<file path="src/rtl/lock_map_pkg.sv">
package lock_map_pkg;
  localparam int unsigned SEC_PER_EDGE = 16;
  localparam logic [7:0] OP_LOCK_ONE   = 8'h36;
  localparam logic [7:0] OP_UNLOCK_ONE = 8'h39;
  localparam logic [7:0] OP_READ_ONE   = 8'h3D;
  localparam logic [7:0] OP_LOCK_ALL   = 8'h7E;
  localparam logic [7:0] OP_UNLOCK_ALL = 8'h98;

  // Flat region numbering: bottom sectors first, then the interior
  // blocks, then the top sectors.
  function automatic int unsigned region_of(input logic [23:0] addr,
                                            input int unsigned nb,
                                            input int unsigned blk_w);
    int unsigned blk;
    int unsigned sec;
    blk = int'(addr[23:16]) & ((1 << blk_w) - 1);
    sec = int'(addr[15:12]);
    if (blk == 0)
      return sec;
    else if (blk == nb - 1)
      return SEC_PER_EDGE + (nb - 2) + sec;
    else
      return SEC_PER_EDGE + blk - 1;
  endfunction
endpackage

</file>
<file path="src/rtl/lock_cmd_decode.sv">
module lock_cmd_decode (
  input  logic       cmd_valid,
  input  logic [7:0] cmd_op,
  output logic       do_lock,
  output logic       do_unlock,
  output logic       do_read,
  output logic       do_glock,
  output logic       do_gunlock
);
  import lock_map_pkg::*;
  always_comb begin
    do_lock    = cmd_valid && (cmd_op == OP_LOCK_ONE);
    do_unlock  = cmd_valid && (cmd_op == OP_UNLOCK_ONE);
    do_read    = cmd_valid && (cmd_op == OP_READ_ONE);
    do_glock   = cmd_valid && (cmd_op == OP_LOCK_ALL);
    do_gunlock = cmd_valid && (cmd_op == OP_UNLOCK_ALL);
  end
endmodule

</file>
<file path="src/rtl/lock_bit_array.sv">
module lock_bit_array #(
  parameter int unsigned NREG  = 94,
  parameter int unsigned REG_W = 7
) (
  input  logic             clk,
  input  logic             rst_n,
  input  logic             por_pulse,
  input  logic             do_lock,
  input  logic             do_unlock,
  input  logic             do_glock,
  input  logic             do_gunlock,
  input  logic [REG_W-1:0] sel,
  output logic [NREG-1:0]  lock_vec
);
  for (genvar i = 0; i < NREG; i++) begin : g_bit
    logic bit_q;
    logic hit;
    assign hit = (sel == REG_W'(i));
    always_ff @(posedge clk or negedge rst_n) begin
      if (!rst_n)                  bit_q <= 1'b1;
      else if (por_pulse || do_glock) bit_q <= 1'b1;
      else if (do_gunlock)         bit_q <= 1'b0;
      else if (hit && do_lock)     bit_q <= 1'b1;
      else if (hit && do_unlock)   bit_q <= 1'b0;
    end
    assign lock_vec[i] = bit_q;
  end
endmodule

</file>
<file path="src/rtl/lock_allow.sv">
module lock_allow #(
  parameter int unsigned NREG  = 94,
  parameter int unsigned REG_W = 7
) (
  input  logic [NREG-1:0]  lock_vec,
  input  logic [REG_W-1:0] chk_sel,
  input  logic [REG_W-1:0] rd_sel,
  input  logic             wps,
  input  logic             bp_protect,
  input  logic             chk_chip,
  output logic             any_locked,
  output logic             all_locked,
  output logic             rd_bit,
  output logic             wr_allow
);
  logic region_locked;
  always_comb begin
    any_locked    = |lock_vec;
    all_locked    = &lock_vec;
    region_locked = lock_vec[chk_sel];
    rd_bit        = lock_vec[rd_sel];
    if (!wps)          wr_allow = !bp_protect;
    else if (chk_chip) wr_allow = !any_locked;
    else               wr_allow = !region_locked;
  end
endmodule

</file>
<file path="src/rtl/lock_map.sv">
module lock_map #(
  parameter int unsigned NUM_BLOCKS = 64
) (
  input  logic        clk,
  input  logic        rst_n,
  input  logic        por_pulse,
  input  logic        cmd_valid,
  input  logic [7:0]  cmd_op,
  input  logic [23:0] cmd_addr,
  input  logic        wps,
  input  logic        bp_protect,
  input  logic [23:0] chk_addr,
  input  logic        chk_chip,
  output logic        wr_allow,
  output logic        rd_valid,
  output logic [7:0]  rd_data
);
  import lock_map_pkg::*;
  localparam int unsigned BLK_W = $clog2(NUM_BLOCKS);
  localparam int unsigned NREG  = (NUM_BLOCKS - 2) + 2 * SEC_PER_EDGE;
  localparam int unsigned REG_W = $clog2(NREG);

  logic do_lock, do_unlock, do_read, do_glock, do_gunlock;
  logic [REG_W-1:0] cmd_sel, chk_sel;
  logic [NREG-1:0] lock_vec;
  logic any_locked, all_locked, rd_bit;

  assign cmd_sel = REG_W'(region_of(cmd_addr, NUM_BLOCKS, BLK_W));
  assign chk_sel = REG_W'(region_of(chk_addr, NUM_BLOCKS, BLK_W));

  lock_cmd_decode u_dec (
    .cmd_valid (cmd_valid), .cmd_op (cmd_op),
    .do_lock (do_lock), .do_unlock (do_unlock), .do_read (do_read),
    .do_glock (do_glock), .do_gunlock (do_gunlock)
  );

  lock_bit_array #(.NREG(NREG), .REG_W(REG_W)) u_arr (
    .clk (clk), .rst_n (rst_n), .por_pulse (por_pulse),
    .do_lock (do_lock), .do_unlock (do_unlock),
    .do_glock (do_glock), .do_gunlock (do_gunlock),
    .sel (cmd_sel), .lock_vec (lock_vec)
  );

  lock_allow #(.NREG(NREG), .REG_W(REG_W)) u_allow (
    .lock_vec (lock_vec), .chk_sel (chk_sel), .rd_sel (cmd_sel),
    .wps (wps), .bp_protect (bp_protect), .chk_chip (chk_chip),
    .any_locked (any_locked), .all_locked (all_locked),
    .rd_bit (rd_bit), .wr_allow (wr_allow)
  );

  always_ff @(posedge clk or negedge rst_n) begin
    if (!rst_n) begin
      rd_valid <= 1'b0;
      rd_data  <= 8'h00;
    end else begin
      rd_valid <= do_read;
      if (do_read) rd_data <= {7'b0, rd_bit};
    end
  end
endmodule

</file>
<file path="config.mk">
export PLATFORM = sky130hd
export DESIGN_NAME = lock_map
export DESIGN_NICKNAME = d
export VERILOG_FILES = /design/src/rtl/lock_map_pkg.sv /design/src/rtl/lock_cmd_decode.sv /design/src/rtl/lock_bit_array.sv /design/src/rtl/lock_allow.sv /design/src/rtl/lock_map.sv
export SDC_FILE = /design/constraint.sdc
export NUM_CORES = 1
export LEC_CHECK = 0
export ABC_AREA = 1
export CAP_MARGIN = 20
export CORE_ASPECT_RATIO = 1.2
export CORE_MARGIN = 1
export CORE_UTILIZATION = 30
export DETAILED_ROUTE_END_ITERATION = 10
export PLACE_DENSITY = 0.58
export SLEW_MARGIN = 20
export SYNTH_ARGS = -nofsm -noshare
export SYNTH_HDL_FRONTEND = slang
export SYNTH_HIERARCHICAL = 1
export SYNTH_SLANG_ARGS = --single-unit
</file>
<file path="constraint.sdc">
create_clock -name clk -period 3.2 [get_ports clk]
set_input_delay 0.48 -clock clk [delete_from_list [all_inputs] [get_ports clk]]
set_output_delay 0.48 -clock clk [all_outputs]
set_load 0.1 [all_outputs]
</file>
==> run summary <==
Minimum clock period after layout: 3.10 ns
Syn Inst Count: 1552
CORE AREA: 0.0307 mm²
DIE AREA: 0.0323 mm²
Met2 WL: 14.8 mm
Global-route usage over all layers: 0.193
CTS clk-pin slew, worst paths: 0.07 ns
First-pass GRT wire length: 48.3 mm
DRC: 0
Ys Warns: 6
Worst-margin pin slew: 0.613 ns
Fill count: 3297
Vias in the first global route: 8754
FF+latch area: 0.00252 mm²
Largest net degree at the start of global routing: 95
CTS tree: done
Post-Syn Area: 0.00946 mm²
Initial core utilization: 0.308
Via density: 4.99
Grt total ovfl: 0
Sw frac: 0.354
Int Pwr: 0.00252 W
Hold WC Path Type: input pin to asynchronous set/reset pin
WP data arrival: 2.62 ns
CP endpoint kind: output port
Drt pass-1 iters: 6
Power per cell area: 363 mW/mm²
Final hold violation count: 0
Final WS setup: 0.0995 ns
Number of nets in the final layout: 1583
Clk buf depth: 2
Die Y-Extent: 197 µm
CP startpoint kind: input pin
Avg Inst Size Synth: 6.10 µm²
Combinational share of power: 0.317
WL met1: 13.1 mm
FP Rows: 70
Area grow syn2layout: 13.3%
Critical path class: input pin to output port
Setup TNS: 0 ns
Max_slew headroom: 0.591
WL final: 30.7 mm
IR Drop Worst-Case VDD: 0.219 mV
RSZ-0062 raised after global routing: yes
Die width: 164 µm
Commonest non-fill, non-tap cell in the layout: nand3_1
Io pins: 73
Fin Hold WS: 0.415 ns
Initial antenna violation count: 0
Status: finished, final reports clean
Pleak: 5.31 nW
Layout cells sized above 1: 0.193
Sequential power share: 0.380
Hold-fix buffers, CTS: 0
Maximum operating frequency: 323 MHz
Setup Viol. Count Final: 0
Clk_skew: 0.00442 ns
Clk root buf: clkbuf_16
# diodes: 0
Pre-CTS setup slack: -0.499 ns
Net load switching power: 0.00138 W
Vias: 9545
Multi-input logic area: 0.00506 mm²
Clock Sinks: 96
Final GP Congestion: 0.920
Worst path max stage delay: 0.17 ns
Drt first-iter violations: 891
CTS Buf Count: 9
DR top layer: met4
Port bufs: 37
Slowest stage cell, crit path: buf_12
Most frequent cells in the layout: 336 x nand3_1, 323 x nand2_1, 200 x inv_1
Metal3 WL: 1.81 mm
Most used cell, CP: nand2_1
CP Cell Sequence: buf_6, ha_4, nand3_4, nor2_4, inv_2, buf_4, nand2_1, nand3_2, o21ai_4, inv_4, buf_12, buf_16, nand3_1, nand3_1, nand3_1, nand2_1, nand2_1, nand2_1, nand3_2, nand2_2, nand2_2, buf_12
Total number of H-tree levels: 3
Crit share post-route: 0.969
Antenna-violating nets left: 0
Wire per inst: 16.0 µm
Worst skew pair latency: 0.37 ns
CP required: 2.72 ns
Clock power share: 0.302
Max-slew violation count: 0
Crit path max fanout: 6
Max_cap viols: 0
Hpwl dp: 21.0 mm
per-layer routing:
layer  track usage  vias up
met5             0        -
met4        0.0765        0
met3        0.0227       53
met2         0.322      309
met1         0.250     4433
li1              -     4750
area by class of cell:
class | instances | area share
clock buffers | 12 | 0.0221
clock inverters | 4 | 0.00654
inverters | 218 | 0.0791
multi-input cells | 1046 | 0.472
flip-flops and latches | 96 | 0.235
well taps | 396 | 0.0462
repair buffers | 141 | 0.139
power groups by stage:
stage                     Clock [W]  Sequential [W]  Combinational (W)
after floorplan                   0         0.00141           0.000879
after global placement            0         0.00150            0.00113
after detailed placement          0         0.00150            0.00114
after CTS                   0.00122         0.00148            0.00120
after global routing        0.00126         0.00149            0.00136
final                       0.00118         0.00148            0.00124
flip-flops by register name (all words and copies together) (netlist names):
signal,flops
rd_data,1
u_arr/g_bit.bit_q,94
rd_valid,1
what timing repair did:
| action | 4_1_cts | 5_1_grt |
|---|---|---|
| endpoints found under the hold margin | 0 | 0 |
| pin swaps | 19 | 25 |
| setup buffers | 7 | 0 |
| endpoints found under the setup margin | 1 | 2 |
| resized for setup | 56 | 42 |
| cloned | 2 | 1 |
path summary, 6_finish.rpt:
| check | from | to | slack [ns] | cells after the start |
|---|---|---|---|---|
| hold reg to reg | u_arr/g_bit[31].bit_q | u_arr/g_bit[31].bit_q | 0.52 | 2 |
| max in group asynchronous | rst_n | u_arr/g_bit[4].bit_q | 2.34 | 2 |
| min in group clk | u_arr/g_bit[31].bit_q | u_arr/g_bit[31].bit_q | 0.52 | 2 |
| setup / recovery | chk_addr[16] | wr_allow | 0.1 | 22 |
| setup reg to reg | u_arr/g_bit[22].bit_q | rd_data[0] | 1.47 | 11 |
| hold / removal | rst_n | u_arr/g_bit[3].bit_q | 0.41 | 1 |
through the flow:
step                      area (µm²)   util  total power [W]  cells
after floorplan                 9480      -          0.00229   1558
after global placement         10100  0.327          0.00262   1887
after detailed placement       10100  0.327          0.00264   1887
after CTS                      10600  0.345          0.00391   1912
after global routing           10700  0.349          0.00411   1913
final                          10700  0.349          0.00390   1913
critical path, delay by kind of cell:
kind / cells / cell delay (ns)
and+or+nand+nor: 13 / 1.07
buffers and inverters: 7 / 0.80
adders and majority gates: 1 / 0.14
AOI/OAI and AO/OA: 1 / 0.12
Power figures use the tool's default switching activity.
